<file path="src/rtl/frac_tick_div_pkg.sv">
package frac_tick_div_pkg;

  // Window select encoding
  typedef enum logic {
    WIN_DECIMAL = 1'b0,
    WIN_BINARY  = 1'b1
  } win_sel_e;

  // Recommended power-up configuration for the register host
  localparam int unsigned CFG_INT_DEFAULT  = 327;
  localparam int unsigned CFG_FRAC_DEFAULT = 680;
  localparam win_sel_e    CFG_WIN_DEFAULT  = WIN_DECIMAL;
  localparam logic        CFG_EN_DEFAULT   = 1'b0;

  // Window lengths in output periods
  localparam int unsigned WIN_LEN_DEC = 1000;
  localparam int unsigned WIN_LEN_BIN = 1024;

  // Smallest usable whole-cycle divisor
  localparam int unsigned INT_FLOOR = 2;

endpackage

</file>
<file path="src/rtl/fdiv_cfg_clamp.sv">
module fdiv_cfg_clamp
  import frac_tick_div_pkg::*;
#(
  parameter int unsigned INT_W   = 9,
  parameter int unsigned FRAC_W  = 10,
  parameter int unsigned WIN_DEC = WIN_LEN_DEC,
  parameter int unsigned WIN_BIN = WIN_LEN_BIN,
  localparam int unsigned DEN_W  = FRAC_W + 1
) (
  input  logic              win_sel_i,
  input  logic [INT_W-1:0]  int_i,
  input  logic [FRAC_W-1:0] frac_i,
  output logic [INT_W-1:0]  int_o,
  output logic [FRAC_W-1:0] frac_o,
  output logic [DEN_W-1:0]  den_o
);

  localparam logic [DEN_W-1:0] DEN_DEC_C = DEN_W'(WIN_DEC);
  localparam logic [DEN_W-1:0] DEN_BIN_C = DEN_W'(WIN_BIN);
  localparam logic [INT_W-1:0] INT_MIN_C = INT_W'(INT_FLOOR);

  logic [DEN_W-1:0] frac_ext;

  always_comb begin
    den_o    = (win_sel_e'(win_sel_i) == WIN_BINARY) ? DEN_BIN_C : DEN_DEC_C;
    frac_ext = {1'b0, frac_i};
    if (frac_ext >= den_o) begin
      frac_o = FRAC_W'(den_o - DEN_W'(1));
    end else begin
      frac_o = frac_i;
    end
    if (int_i < INT_MIN_C) begin
      int_o = INT_MIN_C;
    end else begin
      int_o = int_i;
    end
  end

endmodule

</file>
<file path="src/rtl/fdiv_phase_acc.sv">
module fdiv_phase_acc #(
  parameter int unsigned FRAC_W = 10,
  localparam int unsigned DEN_W = FRAC_W + 1,
  localparam int unsigned SUM_W = FRAC_W + 2
) (
  input  logic              clk,
  input  logic              rst,
  input  logic              clr_i,
  input  logic              step_i,
  input  logic [FRAC_W-1:0] frac_i,
  input  logic [DEN_W-1:0]  den_i,
  output logic              long_o
);

  logic [DEN_W-1:0] acc_q;
  logic [DEN_W-1:0] den_q;
  logic [DEN_W-1:0] base;
  logic [SUM_W-1:0] sum;
  logic [SUM_W-1:0] den_ext;

  // A window change restarts the spreading sequence so the residue stays below the new window.
  always_comb begin
    base    = (den_i != den_q) ? '0 : acc_q;
    sum     = SUM_W'(base) + SUM_W'(frac_i);
    den_ext = SUM_W'(den_i);
    long_o  = (sum >= den_ext);
  end

  always_ff @(posedge clk) begin
    if (rst || clr_i) begin
      acc_q <= '0;
      den_q <= '0;
    end else if (step_i) begin
      den_q <= den_i;
      if (long_o) begin
        acc_q <= DEN_W'(sum - den_ext);
      end else begin
        acc_q <= DEN_W'(sum);
      end
    end
  end

  // the residue always stays inside the window it was built for
  a_r2_acc_in_window: assert property (@(posedge clk) disable iff (rst)
    (den_q != '0) |-> (acc_q < den_q));

endmodule

</file>
<file path="src/rtl/fdiv_period_cnt.sv">
module fdiv_period_cnt #(
  parameter int unsigned LEN_W = 10
) (
  input  logic             clk,
  input  logic             rst,
  input  logic             en_i,
  input  logic [LEN_W-1:0] len_i,
  output logic             load_o,
  output logic             tick_o
);

  logic             active_q;
  logic [LEN_W-1:0] cnt_q;
  logic [LEN_W-1:0] len_q;

  // A new period starts on the first enabled cycle or when the running one completes.
  assign load_o = !active_q || (cnt_q == len_q);

  always_ff @(posedge clk) begin
    if (rst || !en_i) begin
      active_q <= 1'b0;
      cnt_q    <= '0;
      len_q    <= '0;
      tick_o   <= 1'b0;
    end else if (load_o) begin
      active_q <= 1'b1;
      cnt_q    <= LEN_W'(1);
      len_q    <= len_i;
      tick_o   <= active_q;
    end else begin
      cnt_q  <= cnt_q + LEN_W'(1);
      tick_o <= 1'b0;
    end
  end

  // a captured period is never shorter than two cycles
  a_r4_len_floor: assert property (@(posedge clk) disable iff (rst)
    active_q |-> (len_q >= LEN_W'(2)));

  // the count never overruns the captured length
  a_r7_cnt_bounded: assert property (@(posedge clk) disable iff (rst)
    active_q |-> (cnt_q <= len_q && cnt_q != '0));

  // a tick never lasts more than one cycle
  a_r1_tick_single: assert property (@(posedge clk) disable iff (rst)
    tick_o |=> !tick_o);

endmodule

</file>
<file path="src/rtl/frac_tick_div.sv">
module frac_tick_div
  import frac_tick_div_pkg::*;
#(
  parameter int unsigned INT_W   = 9,
  parameter int unsigned FRAC_W  = 10,
  parameter int unsigned WIN_DEC = WIN_LEN_DEC,
  parameter int unsigned WIN_BIN = WIN_LEN_BIN
) (
  input  logic              clk,
  input  logic              rst,
  input  logic              en_i,
  input  logic              den_sel_i,
  input  logic [INT_W-1:0]  int_div_i,
  input  logic [FRAC_W-1:0] frac_num_i,
  input  logic              tc_rst_req_i,
  output logic              tick_o,
  output logic              tc_rst_o
);

  localparam int unsigned DEN_W = FRAC_W + 1;
  localparam int unsigned LEN_W = INT_W + 1;

  logic [INT_W-1:0]  int_eff;
  logic [FRAC_W-1:0] frac_eff;
  logic [DEN_W-1:0]  den_eff;
  logic              load;
  logic              long_per;
  logic [LEN_W-1:0]  len_next;

  fdiv_cfg_clamp #(
    .INT_W   (INT_W),
    .FRAC_W  (FRAC_W),
    .WIN_DEC (WIN_DEC),
    .WIN_BIN (WIN_BIN)
  ) u_clamp (
    .win_sel_i (den_sel_i),
    .int_i     (int_div_i),
    .frac_i    (frac_num_i),
    .int_o     (int_eff),
    .frac_o    (frac_eff),
    .den_o     (den_eff)
  );

  fdiv_phase_acc #(
    .FRAC_W (FRAC_W)
  ) u_acc (
    .clk    (clk),
    .rst    (rst),
    .clr_i  (!en_i),
    .step_i (load),
    .frac_i (frac_eff),
    .den_i  (den_eff),
    .long_o (long_per)
  );

  assign len_next = LEN_W'(int_eff) + LEN_W'(long_per);

  fdiv_period_cnt #(
    .LEN_W (LEN_W)
  ) u_cnt (
    .clk    (clk),
    .rst    (rst),
    .en_i   (en_i),
    .len_i  (len_next),
    .load_o (load),
    .tick_o (tick_o)
  );

  always_ff @(posedge clk) begin
    if (rst) begin
      tc_rst_o <= 1'b0;
    end else begin
      tc_rst_o <= tc_rst_req_i;
    end
  end

  // the reset request reaches the output one cycle later
  a_r8_req_follow: assert property (@(posedge clk) disable iff (rst)
    1'b1 |=> (tc_rst_o == $past(tc_rst_req_i)));

  // a disabled cycle is never followed by a tick
  a_r6_quiet_disabled: assert property (@(posedge clk) disable iff (rst)
    !en_i |=> !tick_o);

endmodule

</file>
<file path="config.mk">
export PLATFORM = sky130hd
export DESIGN_NAME = frac_tick_div
export DESIGN_NICKNAME = d
export VERILOG_FILES = /design/src/rtl/frac_tick_div_pkg.sv /design/src/rtl/fdiv_cfg_clamp.sv /design/src/rtl/fdiv_phase_acc.sv /design/src/rtl/fdiv_period_cnt.sv /design/src/rtl/frac_tick_div.sv
export SDC_FILE = /design/constraint.sdc
export NUM_CORES = 1
export LEC_CHECK = 0
export BUFFER_PORTS_ARGS = -buffer_cell sky130_fd_sc_hd__buf_2
export CAP_MARGIN = 10
export CORE_MARGIN = 2
export CORE_UTILIZATION = 40
export CTS_BUF_LIST = sky130_fd_sc_hd__clkbuf_16
export DETAILED_ROUTE_END_ITERATION = 8
export PLACE_DENSITY = 0.67
export SLEW_MARGIN = 40
export SYNTH_ARGS = -nofsm -noshare
export SYNTH_HDL_FRONTEND = slang
export SYNTH_HIERARCHICAL = 1
export SYNTH_SLANG_ARGS = --single-unit
</file>
<file path="constraint.sdc">
create_clock -name clk -period 10.8 [get_ports clk]
set_input_delay 1.08 -clock clk [delete_from_list [all_inputs] [get_ports clk]]
set_output_delay 1.08 -clock clk [all_outputs]
set_load 0.01 [all_outputs]
</file>
[After elaboration in Yosys (flattened, before gate mapping)]
Index checks and enable logic that the tools add are counted.
Storage, ports and cells
  register bits: 45
  input bits: 24
  output and inout bits: 2
Operators by class
  add/subtract/negate cells: 5
  order comparisons: 3
  equality and inequality tests: 2
  multiplexer cells: 6
  bitwise logic cells: 1
  reduce and logical (&&, ||, !) cells: 6
Operators by type and width (number)
  $mux W11: 3
  $add A11 B10 Y12: 1
  $ge A12 B11 Y1: 1
  $ge A10 B11 Y1: 1
  $ne A11 B11 Y1: 1
  $sub A11 B11 Y11: 1
  $add A10 B1 Y10 const B: 1
  $add A9 B1 Y10: 1
  $eq A10 B10 Y1: 1
  $mux W10: 1
  $sub A10 B1 Y10 const B: 1
  $lt A9 B2 Y1 const B: 1
  $mux W9: 1
  $reduce_or A2 Y1: 2
  $logic_not A1 Y1: 2
  $logic_or A1 B1 Y1: 2
  $mux W1: 1
  $not A1 Y1: 1

[Longest topological paths before layout]
  depth after elaboration: 6
  mapped depth: 28
  depth with buffers taken out: 26

[Modules after synthesis]
Netlist, hierarchy kept.
By module, submodules not included
  fdiv_phase_acc: instances 1, cells an instance 267, area an instance 2193.4 sq um, sequential area each 440.4 sq um
  fdiv_period_cnt: instances 1, cells an instance 148, area an instance 1199.9 sq um, sequential area each 440.4 sq um
  fdiv_cfg_clamp: instances 1, cells an instance 61, area an instance 488.0 sq um, sequential area each 0.0 sq um
  frac_tick_div: instances 1, cells an instance 26, area an instance 190.2 sq um, sequential area each 20.0 sq um

[Worst setup path after synthesis]
No wires, ideal clock.
  path type: in2reg
  start point: in den_sel_i
  end point: reg u_cnt.len_q[8]
  data arrival time: 6185 ps
  data required time: 10738 ps
  slack: 4553 ps
  stages: 27
  buffers on the path: 1
  cells stage by stage: inv_1 -> ha_1 -> nor2b_1 -> o21ai_2 -> a41oi_4 -> nand3b_1 -> ha_1 -> fa_1 -> a21oi_1 -> inv_1 -> a21oi_1 -> xnor2_1 -> ha_1 -> a21o_1 -> a221o_2 -> a41oi_2 -> o21a_4 -> buf_12 -> nand2_1 -> ha_1 -> ha_1 -> nand4_1 -> nor2_1 -> xnor2_1 -> nand2_1 -> or4_1 -> nand3_1
On the way
  longest elaborated chain between the ends: 6
  elaborated cells between the ends (all ways): 9
  classes of those cells: add/sub: 3; order compare: 2; eq/ne: 1; mux: 3
RTL lines
  start: declaration: RTL line frac_tick_div.sv:12  | input logic den_sel_i,
  $mux W11: RTL line fdiv_cfg_clamp.sv:25  | den_o = (win_sel_e'(win_sel_i) == WIN_BINARY) ? DEN_BIN_C : DEN_DEC_C;
  $ge A10 B11 Y1: RTL line fdiv_cfg_clamp.sv:27  | if (frac_ext >= den_o) begin
  $mux W10: RTL line fdiv_cfg_clamp.sv:27
  net frac_eff[0]: RTL line frac_tick_div.sv:24  | logic [FRAC_W-1:0] frac_eff;
  $add A11 B10 Y12: RTL line fdiv_phase_acc.sv:24  | sum = SUM_W'(base) + SUM_W'(frac_i);
  $ge A12 B11 Y1: RTL line fdiv_phase_acc.sv:26  | long_o = (sum >= den_ext);
  net long_per: RTL line frac_tick_div.sv:27  | logic long_per;
  $add A9 B1 Y10: RTL line frac_tick_div.sv:56  | assign len_next = LEN_W'(int_eff) + LEN_W'(long_per);
  net len_next[8]: RTL line frac_tick_div.sv:28  | logic [LEN_W-1:0] len_next;
  end signal: assignment: RTL line fdiv_period_cnt.sv:28  | len_q <= len_i;
  end: declaration: RTL line fdiv_period_cnt.sv:14  | logic [LEN_W-1:0] len_q;
The timed path passes the listed nets, and every way through them passes these cells.
A chain may end at the register's enable or synchronous reset.

[Final worst setup path]
  start point: in den_sel_i
  end point: reg u_cnt.len_q[6]
On the way
  longest elaborated chain between the ends: 6
  elaborated cells between the ends (all ways): 9
  classes of those cells: add/sub: 3; order compare: 2; eq/ne: 1; mux: 3
RTL lines
  $mux W11: RTL line fdiv_cfg_clamp.sv:25
  net den_eff[3]: RTL line frac_tick_div.sv:25  | logic [DEN_W-1:0] den_eff;
  $ge A10 B11 Y1: RTL line fdiv_cfg_clamp.sv:27
  $mux W10: RTL line fdiv_cfg_clamp.sv:27
  net frac_eff[0]: RTL line frac_tick_div.sv:24
  $add A11 B10 Y12: RTL line fdiv_phase_acc.sv:24
  $ge A12 B11 Y1: RTL line fdiv_phase_acc.sv:26
  net long_per: RTL line frac_tick_div.sv:27
  $add A9 B1 Y10: RTL line frac_tick_div.sv:56
  net len_next[6]: RTL line frac_tick_div.sv:28
The timed path passes the listed nets, and every way through them passes these cells.

==> summary.md <==
| Metric | Value |
|---|---|
| Antenna violations before repair | `0` |
| Crit path capture type | `flop` |
| Worst hold-check path type | `flop to flop` |
| Synth cell types | `68` |
| NumNets Final | `roughly 560` |
| Post-synth top area share | `0.221` |
| Post-synthesis area per instance | `between 8 and 9 um2` |
| Prevailing post-synth register cell | `dfxtp_1` |
| Top cell by count, worst path | `ha_1` |
| Fin area | `between 4000 and 5000 um2` |
| H-tree levels | `2` |
| Worst hold margin | `506 ps` |
| Worst slew pin tran | `781 ps` |
| Most common cell after layout, fill and taps aside | `dfxtp_1` |
| Via-per-instance ratio | `around 5.6` |
| Main combinational cell family by area after synthesis | `simple AND/OR/NAND/NOR gates` |
| Syn-to-layout area delta | `6.79%` |
| CTS sink count | `45` |
| Root buffer cell | `clkbuf_16` |
| Critical Path Fanout Max | `23` |
| Mux cell area share after synthesis | `0.0295` |
| Count of warnings emitted by yosys | `6` |
| Post-synthesis simple-gate area fraction | `0.254` |
| Starting density of the core | `0.415` |
| Hold Fails Final Rpt | `0` |
| Endpoints failing setup | `0` |
| Finished Layout Cells | `633` |
| Skew final | `between 9 and 10 ps` |
| DP Wirelength | `7040 um` |
| Seq/Total Area, Yosys | `0.221` |
| Synth area leader | `dfxtp_1` |
| I/O pin count | `26` |
| CTS tree | `built` |
| Pwr/cell area | `between 100 and 150 nW/um2` |
| Max Root-Sink Buffers | `2` |
| Setup CP Type | `input pin to flop` |
| Crit share post-route | `0.666` |
| Ys async rst share | `0` |
| Seq cells post-synth | `45` |
| XOR/XNOR Fraction of Synth Area | `0.108` |
| Post-CTS setup repair buffer count | `0` |
| Adder-Cell Fraction of Synth Area | `0.105` |
| Via count | `around 3,600` |
| FP Rows | `36` |
| I/O Buffers | `25` |
| Commonest cells after routing, fill and taps aside | `dfxtp_1 (45), xnor2_1 (39), nand2_1 (32), o21ai_0 (32), ha_1 (31)` |
| Vias in the first global route | `3,407` |
| Total global-route track usage | `0.171` |
| Routed Antenna Nets | `0` |
| Final Total Pwr | `488 uW` |
| Mapped Cells | `between 500 and 600` |
| RSZ-0062 raised after global routing | `no` |
| DRT Pass-1 Iters | `5` |
| Highest Clock Rate | `0.139 GHz` |
| Global-route wire length before repair | `15,600 um` |
| Max_cap viols | `0` |
| Placed cell areas | `4190 um2` |
| DP Cell Count | `roughly 620` |
| Number of fill cells in the layout | `roughly 1,000` |
| Worst vdd ir | `approximately 0.075 mV` |
| Core area | `slightly below 10,000 um2` |
| Clk slew on worst S/H paths | `about 70 ps` |
| Crit path required time | `approximately 11,000 ps` |
| Final min period | `between 7000 and 8000 ps` |
| Final Max Tran Viols | `0` |
| Number of flops mapped to enable cells by yosys | `0` |
| Critical path's slowest cell | `inv_1` |
| Pleak | `~1.8 nW` |
| Final GP Congestion | `between 0.9 and 1` |
| Post-placement setup slack | `~3300 ps` |
| DIE AREA | `roughly 11,000 um2` |
| Skew-Pair Late Insertion Delay | `~290 ps` |
| DIE WIDTH | `105 um` |
| CTS Buf Count | `5` |
| Detailed router's first-iteration violation count | `~160` |
| Arrival @ worst endpoint | `roughly 7400 ps` |
| Core Util, Final | `0.443` |
| R2r setup slk | `about 5000 ps` |
| Routed len/inst | `approximately 15 um` |
| Max incr delay on CP | `around 600 ps` |
| Post-route DRC | `0` |
| Final setup margin | `about 3600 ps` |
| Relative slew slack | `0.479` |
| Post-CTS Hold Fix Bufs | `0` |
| Worst path top cell family by delay | `compound AO/OA/AOI/OAI gates` |
| Post-Route WL | `9280 um` |
| Die H | `between 100 and 150 um` |
| WP buf/inv | `3` |
| Setup TNS | `0 ps` |
| Status | `completed` |
| Ant diodes | `0` |
| GRT Residual Overflow | `0` |
| Pin count of the biggest net entering global routing | `between 40 and 50` |
| Post-CTS sizing | `0` |
| Synth Cell Area | `a little over 4000 um2` |
| Synth Area in Compound Gates | `0.200` |
| Share of cells above drive strength 1 | `0.136` |
| Synth area leaders | `dfxtp_1 (22%), ha_1 (9.5%), xnor2_1 (8.4%)` |
| Startpoint class of the critical path | `input pin` |
layer usage:
layer	up-vias	GRT usage	routed length (um)
met5	-	0	0
met4	0	0.0495	162
met3	16	0.0256	350
met2	78	0.303	4680
met1	1693	0.213	4090
li1	1786	-	-
registers in the layout, indices dropped and copies added, names as in the netlist:
register        flops
u_cnt/tick_o        1
u_acc/acc_q        11
u_cnt/cnt_q        10
tc_rst_o            1
u_cnt/len_q        10
u_cnt/active_q      1
u_acc/den_q        11
where the power goes:
part / leakage, nW / total [mW] / switching, mW / internal, mW
clock: 0.0704 / 0.157 / 0.0695 / 0.0870
combinational: 1.35 / 0.149 / 0.0904 / 0.0591
sequential: 0.368 / 0.182 / 0.00677 / 0.175
total: 1.79 / 0.488 / 0.167 / 0.321
final timing paths:
path,from,end,cells after the start
max,den_sel_i,u_cnt/len_q[6],27
min,u_acc/acc_q[2],u_acc/acc_q[2],2
max reg2reg,u_acc/den_q[1],u_cnt/len_q[6],23
min reg2reg,u_acc/acc_q[2],u_acc/acc_q[2],2
cell families after synthesis:
family                   Yosys count
other                              1
XOR/XNOR                          50
buffers and inverters             70
multiplexers                      12
AO/OA/AOI/OAI                    111
adder cells (fa/ha/maj)           33
flip-flops                        45
AND/OR/NAND/NOR                  180
worst register-to-register path: cells and delay by family, from the launching register on:
family	cells	cell delay (ps)
and+or+nand+nor	11	2360
AOI/OAI and AO/OA	6	1460
adders and majority gates	4	1140
xor gates and xnor gates	2	480
DFF	1	320
cells in the mapped netlist (3+ instances only):
| master | number |
|---|---|
| dfxtp_1 | 45 |
| xnor2_1 | 39 |
| nand2_1 | 32 |
| o21ai_0 | 32 |
| ha_1 | 31 |
| nor2_1 | 28 |
| inv_1 | 27 |
| nand3_1 | 22 |
| a21oi_1 | 19 |
| clkbuf_1 | 19 |
| and3_1 | 14 |
| mux2i_1 | 12 |
| nor3_1 | 12 |
| a31oi_1 | 11 |
| and2_1 | 11 |
| buf_4 | 11 |
| xor2_1 | 11 |
| a32oi_1 | 10 |
| nand3_2 | 10 |
| nand3b_1 | 10 |
| or4_1 | 10 |
| buf_2 | 7 |
| nand4_1 | 6 |
| nand2b_1 | 5 |
| nor2b_1 | 5 |
| o21a_1 | 5 |
| a21o_1 | 4 |
| nor4_1 | 4 |
| o211ai_1 | 3 |
| o31ai_1 | 3 |
cell type report:
class,count,area [um2],area share
Clock buffer,5,125,0.0288
Multi-Input combinational cell,390,2870,0.661
Inverter,29,109,0.0250
Tap cell,133,166,0.0383
Sequential cell,45,901,0.207
Timing Repair Buffer,28,148,0.0340
Clock inverter,3,25.0,0.00576
No activity file was read; power rests on OpenSTA's default activity.
